File: src/rtl/smb_mon_pkg.sv
package smb_mon_pkg;

    localparam int WORD_W = 16;
    localparam int BYTE_W = 8;

    localparam logic [7:0] CMD_CFG   = 8'hD0;
    localparam logic [7:0] CMD_OUT_A = 8'h8B;
    localparam logic [7:0] CMD_OUT_B = 8'h8C;
    localparam logic [7:0] CMD_OUT_C = 8'h96;

    typedef enum logic [3:0] {
        ST_IDLE,
        ST_ADDR,
        ST_ADDR_END,
        ST_ADDR_ACK,
        ST_CMD,
        ST_CMD_END,
        ST_CMD_ACK,
        ST_WR,
        ST_WR_END,
        ST_WR_ACK,
        ST_RD,
        ST_RD_ACK,
        ST_SKIP
    } smb_st_e;

    typedef struct packed {
        logic              ok;
        logic [6:0]        addr;
    } strap_addr_t;

    function automatic strap_addr_t decode_strap(input logic [1:0] lvl);
        strap_addr_t r;
        r.ok = 1'b1;
        case (lvl)
            2'b00:   r.addr = 7'h70;
            2'b01:   r.addr = 7'h72;
            2'b10:   r.addr = 7'h76;
            default: begin r.ok = 1'b0; r.addr = 7'h00; end
        endcase
        return r;
    endfunction

    function automatic logic is_out_cmd(input logic [7:0] c);
        return (c == CMD_OUT_A) || (c == CMD_OUT_B) || (c == CMD_OUT_C);
    endfunction

endpackage

File: src/rtl/smb_line_sync.sv
module smb_line_sync #(
    parameter int STAGES = 2
) (
    input  logic clk,
    input  logic rst,
    input  logic din,
    output logic lvl,
    output logic rise,
    output logic fall
);
    logic [STAGES-1:0] pipe;
    logic              prev;

    always_ff @(posedge clk) begin
        if (rst) begin
            pipe <= '1;
            prev <= 1'b1;
        end else begin
            pipe <= {pipe[STAGES-2:0], din};
            prev <= pipe[STAGES-1];
        end
    end

    assign lvl  = pipe[STAGES-1];
    assign rise = lvl & ~prev;
    assign fall = ~lvl & prev;
endmodule

File: src/rtl/smb_proto.sv
module smb_proto
    import smb_mon_pkg::*;
(
    input  logic              clk,
    input  logic              rst,
    input  logic              scl_lvl,
    input  logic              scl_rise,
    input  logic              scl_fall,
    input  logic              sda_lvl,
    input  logic              sda_rise,
    input  logic              sda_fall,
    input  strap_addr_t       own,
    input  logic [WORD_W-1:0] rd_word,
    output logic              sda_low,
    output logic [7:0]        cmd,
    output logic              wr_en,
    output logic [WORD_W-1:0] wr_data,
    output logic              rd_hi_done
);
    smb_st_e           st;
    logic [2:0]        bitcnt;
    logic [7:0]        sh;
    logic [7:0]        tx;
    logic [7:0]        lo_b;
    logic [WORD_W-1:0] snap;
    logic              rw;
    logic              hi;
    logic              mack;

    wire ev_start = sda_fall & scl_lvl;
    wire ev_stop  = sda_rise & scl_lvl;

    always_ff @(posedge clk) begin
        wr_en      <= 1'b0;
        rd_hi_done <= 1'b0;
        if (rst) begin
            st      <= ST_IDLE;
            sda_low <= 1'b0;
            bitcnt  <= '0;
            sh      <= '0;
            tx      <= '0;
            lo_b    <= '0;
            snap    <= '0;
            rw      <= 1'b0;
            hi      <= 1'b0;
            mack    <= 1'b0;
            cmd     <= '0;
            wr_data <= '0;
        end else if (ev_stop) begin
            st      <= ST_IDLE;
            sda_low <= 1'b0;
        end else if (ev_start) begin
            st      <= ST_ADDR;
            sda_low <= 1'b0;
            bitcnt  <= '0;
        end else begin
            case (st)
                ST_ADDR, ST_CMD, ST_WR: if (scl_rise) begin
                    sh     <= {sh[6:0], sda_lvl};
                    bitcnt <= bitcnt + 3'd1;
                    if (bitcnt == 3'd7)
                        st <= (st == ST_ADDR) ? ST_ADDR_END :
                              (st == ST_CMD)  ? ST_CMD_END  : ST_WR_END;
                end
                ST_ADDR_END: if (scl_fall) begin
                    if (own.ok && sh[7:1] == own.addr) begin
                        sda_low <= 1'b1;
                        rw      <= sh[0];
                        st      <= ST_ADDR_ACK;
                    end else begin
                        st <= ST_SKIP;
                    end
                end
                ST_ADDR_ACK: if (scl_fall) begin
                    bitcnt <= '0;
                    hi     <= 1'b0;
                    if (rw) begin
                        snap    <= rd_word;
                        tx      <= rd_word[7:0];
                        sda_low <= ~rd_word[7];
                        st      <= ST_RD;
                    end else begin
                        sda_low <= 1'b0;
                        st      <= ST_CMD;
                    end
                end
                ST_CMD_END: if (scl_fall) begin
                    cmd     <= sh;
                    sda_low <= 1'b1;
                    st      <= ST_CMD_ACK;
                end
                ST_CMD_ACK: if (scl_fall) begin
                    sda_low <= 1'b0;
                    bitcnt  <= '0;
                    hi      <= 1'b0;
                    st      <= ST_WR;
                end
                ST_WR_END: if (scl_fall) begin
                    sda_low <= 1'b1;
                    if (!hi) lo_b <= sh;
                    st <= ST_WR_ACK;
                end
                ST_WR_ACK: if (scl_fall) begin
                    sda_low <= 1'b0;
                    bitcnt  <= '0;
                    if (!hi) begin
                        hi <= 1'b1;
                        st <= ST_WR;
                    end else begin
                        wr_en   <= 1'b1;
                        wr_data <= {sh, lo_b};
                        st      <= ST_SKIP;
                    end
                end
                ST_RD: if (scl_fall) begin
                    if (bitcnt == 3'd7) begin
                        sda_low <= 1'b0;
                        st      <= ST_RD_ACK;
                    end else begin
                        tx      <= {tx[6:0], 1'b0};
                        sda_low <= ~tx[6];
                        bitcnt  <= bitcnt + 3'd1;
                    end
                end
                ST_RD_ACK: begin
                    if (scl_rise) begin
                        mack <= ~sda_lvl;
                        if (hi) rd_hi_done <= 1'b1;
                    end
                    if (scl_fall) begin
                        if (mack && !hi) begin
                            hi      <= 1'b1;
                            tx      <= snap[15:8];
                            sda_low <= ~snap[15];
                            bitcnt  <= '0;
                            st      <= ST_RD;
                        end else begin
                            st <= ST_SKIP;
                        end
                    end
                end
                default: ;
            endcase
        end
    end

    // drive changes follow an SCL fall, or a start/stop release
    a_r9_sda_moves_on_fall: assert property (@(posedge clk) disable iff (rst)
        !$stable(sda_low) |-> $past(scl_fall || ev_start || ev_stop));

    // ignored or idle bus is never pulled
    a_r2_quiet_when_skipping: assert property (@(posedge clk) disable iff (rst)
        (st == ST_SKIP || st == ST_IDLE) |-> !sda_low);
endmodule

File: src/rtl/smb_regs.sv
module smb_regs
    import smb_mon_pkg::*;
(
    input  logic              clk,
    input  logic              rst,
    input  logic [7:0]        cmd,
    input  logic              wr_en,
    input  logic [WORD_W-1:0] wr_data,
    input  logic              rd_hi_done,
    input  logic [WORD_W-1:0] meas_word,
    output logic [WORD_W-1:0] cfg_q,
    output logic [WORD_W-1:0] rd_word,
    output logic              data_taken
);
    always_ff @(posedge clk) begin
        if (rst) begin
            cfg_q      <= '0;
            data_taken <= 1'b0;
        end else begin
            if (wr_en && cmd == CMD_CFG) cfg_q <= wr_data;
            data_taken <= rd_hi_done && is_out_cmd(cmd);
        end
    end

    always_comb begin
        if (cmd == CMD_CFG)      rd_word = cfg_q;
        else if (is_out_cmd(cmd)) rd_word = meas_word;
        else                      rd_word = '1;
    end

    // configuration only moves on a committed configuration write
    a_r4_cfg_on_commit: assert property (@(posedge clk) disable iff (rst)
        !$stable(cfg_q) |-> $past(wr_en && cmd == CMD_CFG));

    // strobe is a single cycle wide
    a_r8_taken_single: assert property (@(posedge clk) disable iff (rst)
        data_taken |=> !data_taken);
endmodule

File: src/rtl/smb_mon_target.sv
module smb_mon_target
    import smb_mon_pkg::*;
#(
    parameter int SYNC_STAGES = 2
) (
    input  logic              clk,
    input  logic              rst,
    input  logic [1:0]        addr_strap,
    input  logic              scl_i,
    input  logic              sda_i,
    output logic              sda_pull,
    input  logic [WORD_W-1:0] meas_word,
    output logic [WORD_W-1:0] cfg_word,
    output logic              data_taken
);
    localparam int N_LINES = 2;

    logic [N_LINES-1:0] raw, lvl, rise, fall;
    logic [7:0]         cmd;
    logic               wr_en, rd_hi_done;
    logic [WORD_W-1:0]  wr_data, rd_word;
    strap_addr_t        own;

    assign raw = {sda_i, scl_i};
    assign own = decode_strap(addr_strap);

    for (genvar i = 0; i < N_LINES; i++) begin : g_sync
        smb_line_sync #(.STAGES(SYNC_STAGES)) u_sync (
            .clk  (clk),
            .rst  (rst),
            .din  (raw[i]),
            .lvl  (lvl[i]),
            .rise (rise[i]),
            .fall (fall[i])
        );
    end

    smb_proto u_proto (
        .clk        (clk),
        .rst        (rst),
        .scl_lvl    (lvl[0]),
        .scl_rise   (rise[0]),
        .scl_fall   (fall[0]),
        .sda_lvl    (lvl[1]),
        .sda_rise   (rise[1]),
        .sda_fall   (fall[1]),
        .own        (own),
        .rd_word    (rd_word),
        .sda_low    (sda_pull),
        .cmd        (cmd),
        .wr_en      (wr_en),
        .wr_data    (wr_data),
        .rd_hi_done (rd_hi_done)
    );

    smb_regs u_regs (
        .clk        (clk),
        .rst        (rst),
        .cmd        (cmd),
        .wr_en      (wr_en),
        .wr_data    (wr_data),
        .rd_hi_done (rd_hi_done),
        .meas_word  (meas_word),
        .cfg_q      (cfg_word),
        .rd_word    (rd_word),
        .data_taken (data_taken)
    );
endmodule

File: config.mk
export PLATFORM = sky130hd
export DESIGN_NAME = smb_mon_target
export DESIGN_NICKNAME = d
export VERILOG_FILES = /design/src/rtl/smb_mon_pkg.sv /design/src/rtl/smb_line_sync.sv /design/src/rtl/smb_proto.sv /design/src/rtl/smb_regs.sv /design/src/rtl/smb_mon_target.sv
export SDC_FILE = /design/constraint.sdc
export NUM_CORES = 1
export LEC_CHECK = 0
export ABC_CLOCK_PERIOD_IN_PS = 2300
export BUFFER_PORTS_ARGS = -buffer_cell sky130_fd_sc_hd__buf_2
export CAP_MARGIN = 25
export CORE_AREA = 5 5 73 141
export CTS_BUF_LIST = sky130_fd_sc_hd__clkbuf_4
export CTS_CLUSTER_SIZE = 20
export DETAILED_ROUTE_END_ITERATION = 6
export DIE_AREA = 0 0 78 146
export HOLD_SLACK_MARGIN = 0.02
export PLACE_DENSITY = 0.67
export SLEW_MARGIN = 25
export SYNTH_ARGS = -nofsm -noshare
export SYNTH_HDL_FRONTEND = slang
export SYNTH_SLANG_ARGS = --single-unit
File: constraint.sdc
create_clock -name clk -period 2.3 [get_ports clk]
set_input_delay 0.115 -clock clk [delete_from_list [all_inputs] [get_ports clk]]
set_output_delay 0.115 -clock clk [all_outputs]
set_load 0.02 [all_outputs]
Yosys cells after proc, flatten, opt, wreduce, memory -nomap -nowiden
Cells that the tools add are included.
{ "word_totals": {"regBits": 99, "in_bits": 22, "out_inout_bits": 18, "wordCells": 183} }
{ "classes": {"addsub": 1, "n_eq_ne": 51, "muxes": 53, "bitwise_logic": 20, "reduce_logical": 37} }
{ "ops": {"columns": ["operator", "n"], "rows": [
  ["two-way mux 4 bit", 16],
  ["two-way mux 7 bit", 6],
  ["case mux 7 bit (3 select lines)", 2],
  ["case mux 4 bit (9 select lines)", 1],
  ["equality test 8 bit, second input constant", 4],
  ["two-way mux 16 bit", 2],
  ["inequality test 3 x 2 -> 1 bit, second input constant", 10],
  ["two-way mux 3 bit", 8],
  ["AND reduction 12 bit", 2],
  ["inequality test 2 bit, second input constant", 10],
  ["AND reduction 5 bit", 4],
  ["AND reduction 9 bit", 2],
  ["equality test 4 x 3 -> 1 bit, second input constant", 4],
  ["equality test 4 bit, second input constant", 4],
  ["inequality test 2 x 1 -> 1 bit, second input constant", 8],
  ["two-way mux 1 bit", 15],
  ["NOT 1 bit", 14],
  ["inequality test 3 x 1 -> 1 bit, second input constant", 4],
  ["case mux 3 bit (4 select lines)", 1],
  ["AND reduction 4 bit", 3],
  ["OR reduction 3 bit", 4],
  ["nonzero test 10 bit", 1],
  ["OR reduction 5 bit", 2],
  ["nonzero test 9 bit", 1],
  ["other kinds (20)", 34]
]} }

Logic depth before layout (Yosys ltp)
{ "logic_depth": {"ltp_word": 9, "depth_mapped": 8, "ltp_nobuf": 7} }

By module
Synthesis repeated with hierarchy kept, for this count alone.
{ "unflattened": {"hier_cells": 488, "area_unflattened_um2": 4476.8} }
{ "modules_own_cells": {"columns": ["module", "instances", "cells_each", "area_per_inst_um2", "seq_area_each_um2"], "rows": [
  ["smb_proto", 1, 382, 3385.7, 1361.3],
  ["smb_regs", 1, 84, 865.8, 340.3],
  ["smb_line_sync", 2, 8, 92.6, 60.1],
  ["smb_mon_target", 1, 6, 40.0, 0.0]
]} }

Worst setup path after synthesis
Ideal clock, no wire load.
{ "synth_path": {"path_type": "register to register", "start": "reg u_proto.bitcnt[0]", "end": "reg u_proto.tx[6]", "setup_ns": 0.091, "arrival_ns": 1.628, "required_time_ns": 2.209, "slack_ns": 0.581, "stages_incl_launch_ff": 7, "n_path_buf": 1, "period_less_slack_ns": 1.719, "path_cell_list": "dfxtp_1 > ha_1 > ha_1 > a2111oi_4 > buf_6 > nor2_1 > a311oi_1"} }
{ "synth_via": {"elab_chain_len": 3} }
{ "synth_lines": {"columns": ["item", "line", "source"], "rows": [
  ["start, declared", "smb_proto.sv:21", "logic [2:0] bitcnt;"],
  ["start signal, assigned", "smb_proto.sv:60", "bitcnt <= bitcnt + 3'd1;"],
  ["start signal, assigned", "smb_proto.sv:122", "bitcnt <= bitcnt + 3'd1;"],
  ["equality test 3 bit", "smb_proto.sv:116", "if (bitcnt == 3'd7) begin"],
  ["inequality test 2 bit (no line)", null, null],
  ["AND reduction 9 bit (no line)", null, null],
  ["end signal, assigned", "smb_proto.sv:79", "tx <= rd_word[7:0];"],
  ["end signal, assigned", "smb_proto.sv:120", "tx <= {tx[6:0], 1'b0};"],
  ["end signal, assigned", "smb_proto.sv:133", "tx <= snap[15:8];"],
  ["end, declared", "smb_proto.sv:23", "logic [7:0] tx;"]
]} }
No other way between the ends.
A chain may end at the register's enable or synchronous reset.

Worst setup path after layout
{ "layout_path": {"start": "reg u_proto.bitcnt[0]", "end": "reg u_proto.tx[0]"} }
The elaborated chain is that of the path after synthesis.

==> results.ini <==
[layout]
final_layout_size_suffix_gt1_share_pct = 20.7
nNetsFinal = 588
fin_util_pct = 55.2
syn_to_final_growth_pct = 13.2
fill_cells = 859
stdcell_area_um2 = 4970

[drt]
dr_total_vias = 3932
routedWlPerCell_um = 18.2
postRouteAntennaNets = 0
drc = 0
drt_iter0_markers = 245
via_per_inst = 5.88
dr.pass1.iters = 4
routed_wl_mm = 12.2

[critical_path]
crit_required_ps = 2670
critPathTopFamily = compound AO/OA/AOI/OAI gates
path_common_cell = ha_1
critical_path.slowest_cell = a2111oi_4
endpoint_kind = flop
slowest_delay_ps = 750
worstPathArrival_ps = 2420
crit_chain = ha_1 -> ha_1 -> a2111oi_4 -> nor2_1 -> a311oi_1
crit_type = flop to flop
worstPathMaxFanout = 14
path_buf_inv = 0
crit_path_start_kind = flop

[yosys]
seq_area_frac_synth_pct = 41.5
synth_area_um2 = 4390
synth_ff_type = dfxtp_1
synth_cell_types = 75
ys_warn_count = 0
synth_edf_count = 0
yosys.area.top_type = dfxtp_1
ys_ff_latch = 91
synth_nets = 535
synth_top_area_share_pct = 41.5
yosys-top-cells-area = dfxtp_1 41%, nand2_1 7.7%, a21oi_1 6.5%, mux2i_1 4.6%, o221ai_1 3.4%
async_reset_ff_share_pct = 0
synth.avg_cell_area_um2 = 8.64
postSynthCellCount = 508

[grt]
met2_usage_pct = 38.8
antenna_found_initial = 1
gr-total-overflow = 0
busiest_layer = met2
grt_pass1_wl_mm = 20.0
grtUsageMet1_pct = 24.5
grt_max_degree = 52
grt_usage_pct = 22.1
use_met3_pct = 4.03
grt_pass1_vias = 4017

[placed_design]
post_dp_cell_area_um2 = 4720
io_buffers = 39
hpwlAfterDp_mm = 9.06
gp_congestion = 0.949

[pwr]
p_per_area_nw_per_um2 = 538
total_leakage_power_nw = 1.95
power_mw = 2.68
peakVddDrop_v = 0.000353

[worst_hold_path]
hold_path_class = input port to flop

[sta]
worst_hold_slack_ps = 39.4
finalCritPeriodShare_pct = 89.1
max_freq_ghz = 0.488
setup_violations = 0
max_slew_margin_pct = 40.3
rsz0062_at_grt = false
hold_violations = 0
finalSetupTns_ps = 0
worstMarginPinSlew_ps = 893
min_period_ps = 2050
slew_viol_final = 0
clock_skew_ps = 11.4

[floorplanning]
fp.dieW_um = 78
placementRows = 49
die_area_um2 = 11400
initial_utilization_pct = 48.7
die_y_um = 146
ios = 40
coreArea_um2 = 9010

[clock_tree]
cts.sink_count = 91
cts_setup_buffers = 0
htreeDepth = 3
clk_latency_ps = 460
cts_buffers = 9
hold_buffers = 11
cts.reportedPaths.clkPinSlew_ps = 160
post_cts_resized = 0
cts.root.buffer_cell = clkbuf_4
clock_path_buffers = 2
cts_tree = built

[flow_run]
maxCapViolations = 0

[outcome]
status = complete, no violations

-- flip-flops by register name, summed over array words and instances, names as in the netlist, 2 cells and up --
signal              cells
u_proto.wr_data        16
g_sync.u_sync.prev      2
g_sync.u_sync.pipe      4
u_proto.tx              7
u_proto.lo_b            8
u_proto.snap            8
u_proto.bitcnt          3
u_proto.cmd             8
u_regs.cfg_q           16
u_proto.sh              8
u_proto.st              4
-- report_power, final --
group / switching (mW) / internal (mW)
Combinational: 0.124 / 0.0945
Sequential: 0.0157 / 1.59
Clock: 0.602 / 0.252
-- tightest hold or removal path: stages --
cell and delay, ps:
buf_2 100, o221ai_1 160, a311oi_1 90
-- cells by family after synthesis --
family,count (synthesis),synth area share (%)
simple gates,215,25.1
compound gates,123,19.8
flops,91,41.5
buf+inv,44,5.07
mux,26,6.10
fa+ha+maj,5,1.42
xor+xnor,4,0.969
-- layer usage --
metal / share of wire, % / routed length, um / up-vias
met3: 4.5 / 544 / 31
met2: 55 / 6700 / 108
met5: 0 / 0 / -
li1: - / - / 1931
met1: 37 / 4450 / 1862
met4: 3.7 / 452 / 0
-- worst paths after layout --
path	cells after the start	start	slack, ps	to
hold reg to reg	1	g_sync[0].u_sync.pipe[0]	430	g_sync[0].u_sync.pipe[1]
setup / recovery	5	u_proto.bitcnt[0]	250	u_proto.tx[0]
setup reg to reg	5	u_proto.bitcnt[0]	250	u_proto.tx[0]
hold / removal	3	meas_word[5]	40	u_proto.tx[5]
-- metrics by stage --
| stage | setup WS (ps) | instances |
|---|---|---|
| 6_report | 250 | 669 |
| 5_1_grt | 4.74 | 669 |
| 4_1_cts | 229 | 668 |
| 3_5_place_dp | 276 | 641 |
| 3_3_place_gp | 317 | 641 |
| 2_1_floorplan | 581 | 508 |
-- final cells by class --
| cell class | instances | area (um^2) | share of cell area [%] |
|---|---|---|---|
| Antenna cell | 1 | 2.50 | 0.0503 |
| Clock buffer | 9 | 67.6 | 1.36 |
| Clock inverter | 7 | 67.6 | 1.36 |
| Inverter | 10 | 37.5 | 0.755 |
| Multi-Input combinational cell | 373 | 2350 | 47.2 |
| Sequential cell | 91 | 1820 | 36.6 |
| Tap cell | 102 | 128 | 2.57 |
| Timing Repair Buffer | 76 | 500 | 10.1 |
-- cell usage after synthesis, types with 2 or more instances --
cell type,n
a211oi_1,2
a21o_1,3
a21oi_1,57
a311o_1,2
a311oi_1,7
a31oi_1,3
a32oi_1,2
and2_1,2
and3_1,2
and3b_1,3
buf_2,10
buf_4,6
buf_6,3
clkbuf_1,15
dfxtp_1,91
ha_1,5
inv_1,8
inv_2,2
mux2_2,6
mux2i_1,20
nand2_1,90
nand2b_1,5
nand3_1,17
nand3b_1,2
nand4_1,4
nand4_2,2
nand4b_1,2
nand4b_2,2
nand4bb_1,3
nor2_1,38
nor2_2,3
nor2b_1,7
nor2b_2,2
nor3_1,4
nor4_1,4
nor4b_1,2
nor4bb_1,2
o211ai_1,4
o21ai_0,3
o21ai_1,2
o221ai_1,17
o41ai_1,2
or2_1,4
or2_2,6
xor2_1,2
-- placed cells by master, fill, tap and decap left out, drive strengths merged, types with 5 or more instances in the layout --
master and instances:
o221ai 17, or2 10, clkbuf 9, o21ai 6, mux2i 20, nand4 6
mux2 6, o211ai 5, a311oi 7, a21oi 57, inv 14, nand3 17
nor2 41, ha 5, nand2 91, dfxtp 91, nor2b 9, buf 65
nand2b 5, dlygate4sd3 11
(Power assumes the default switching activity.)
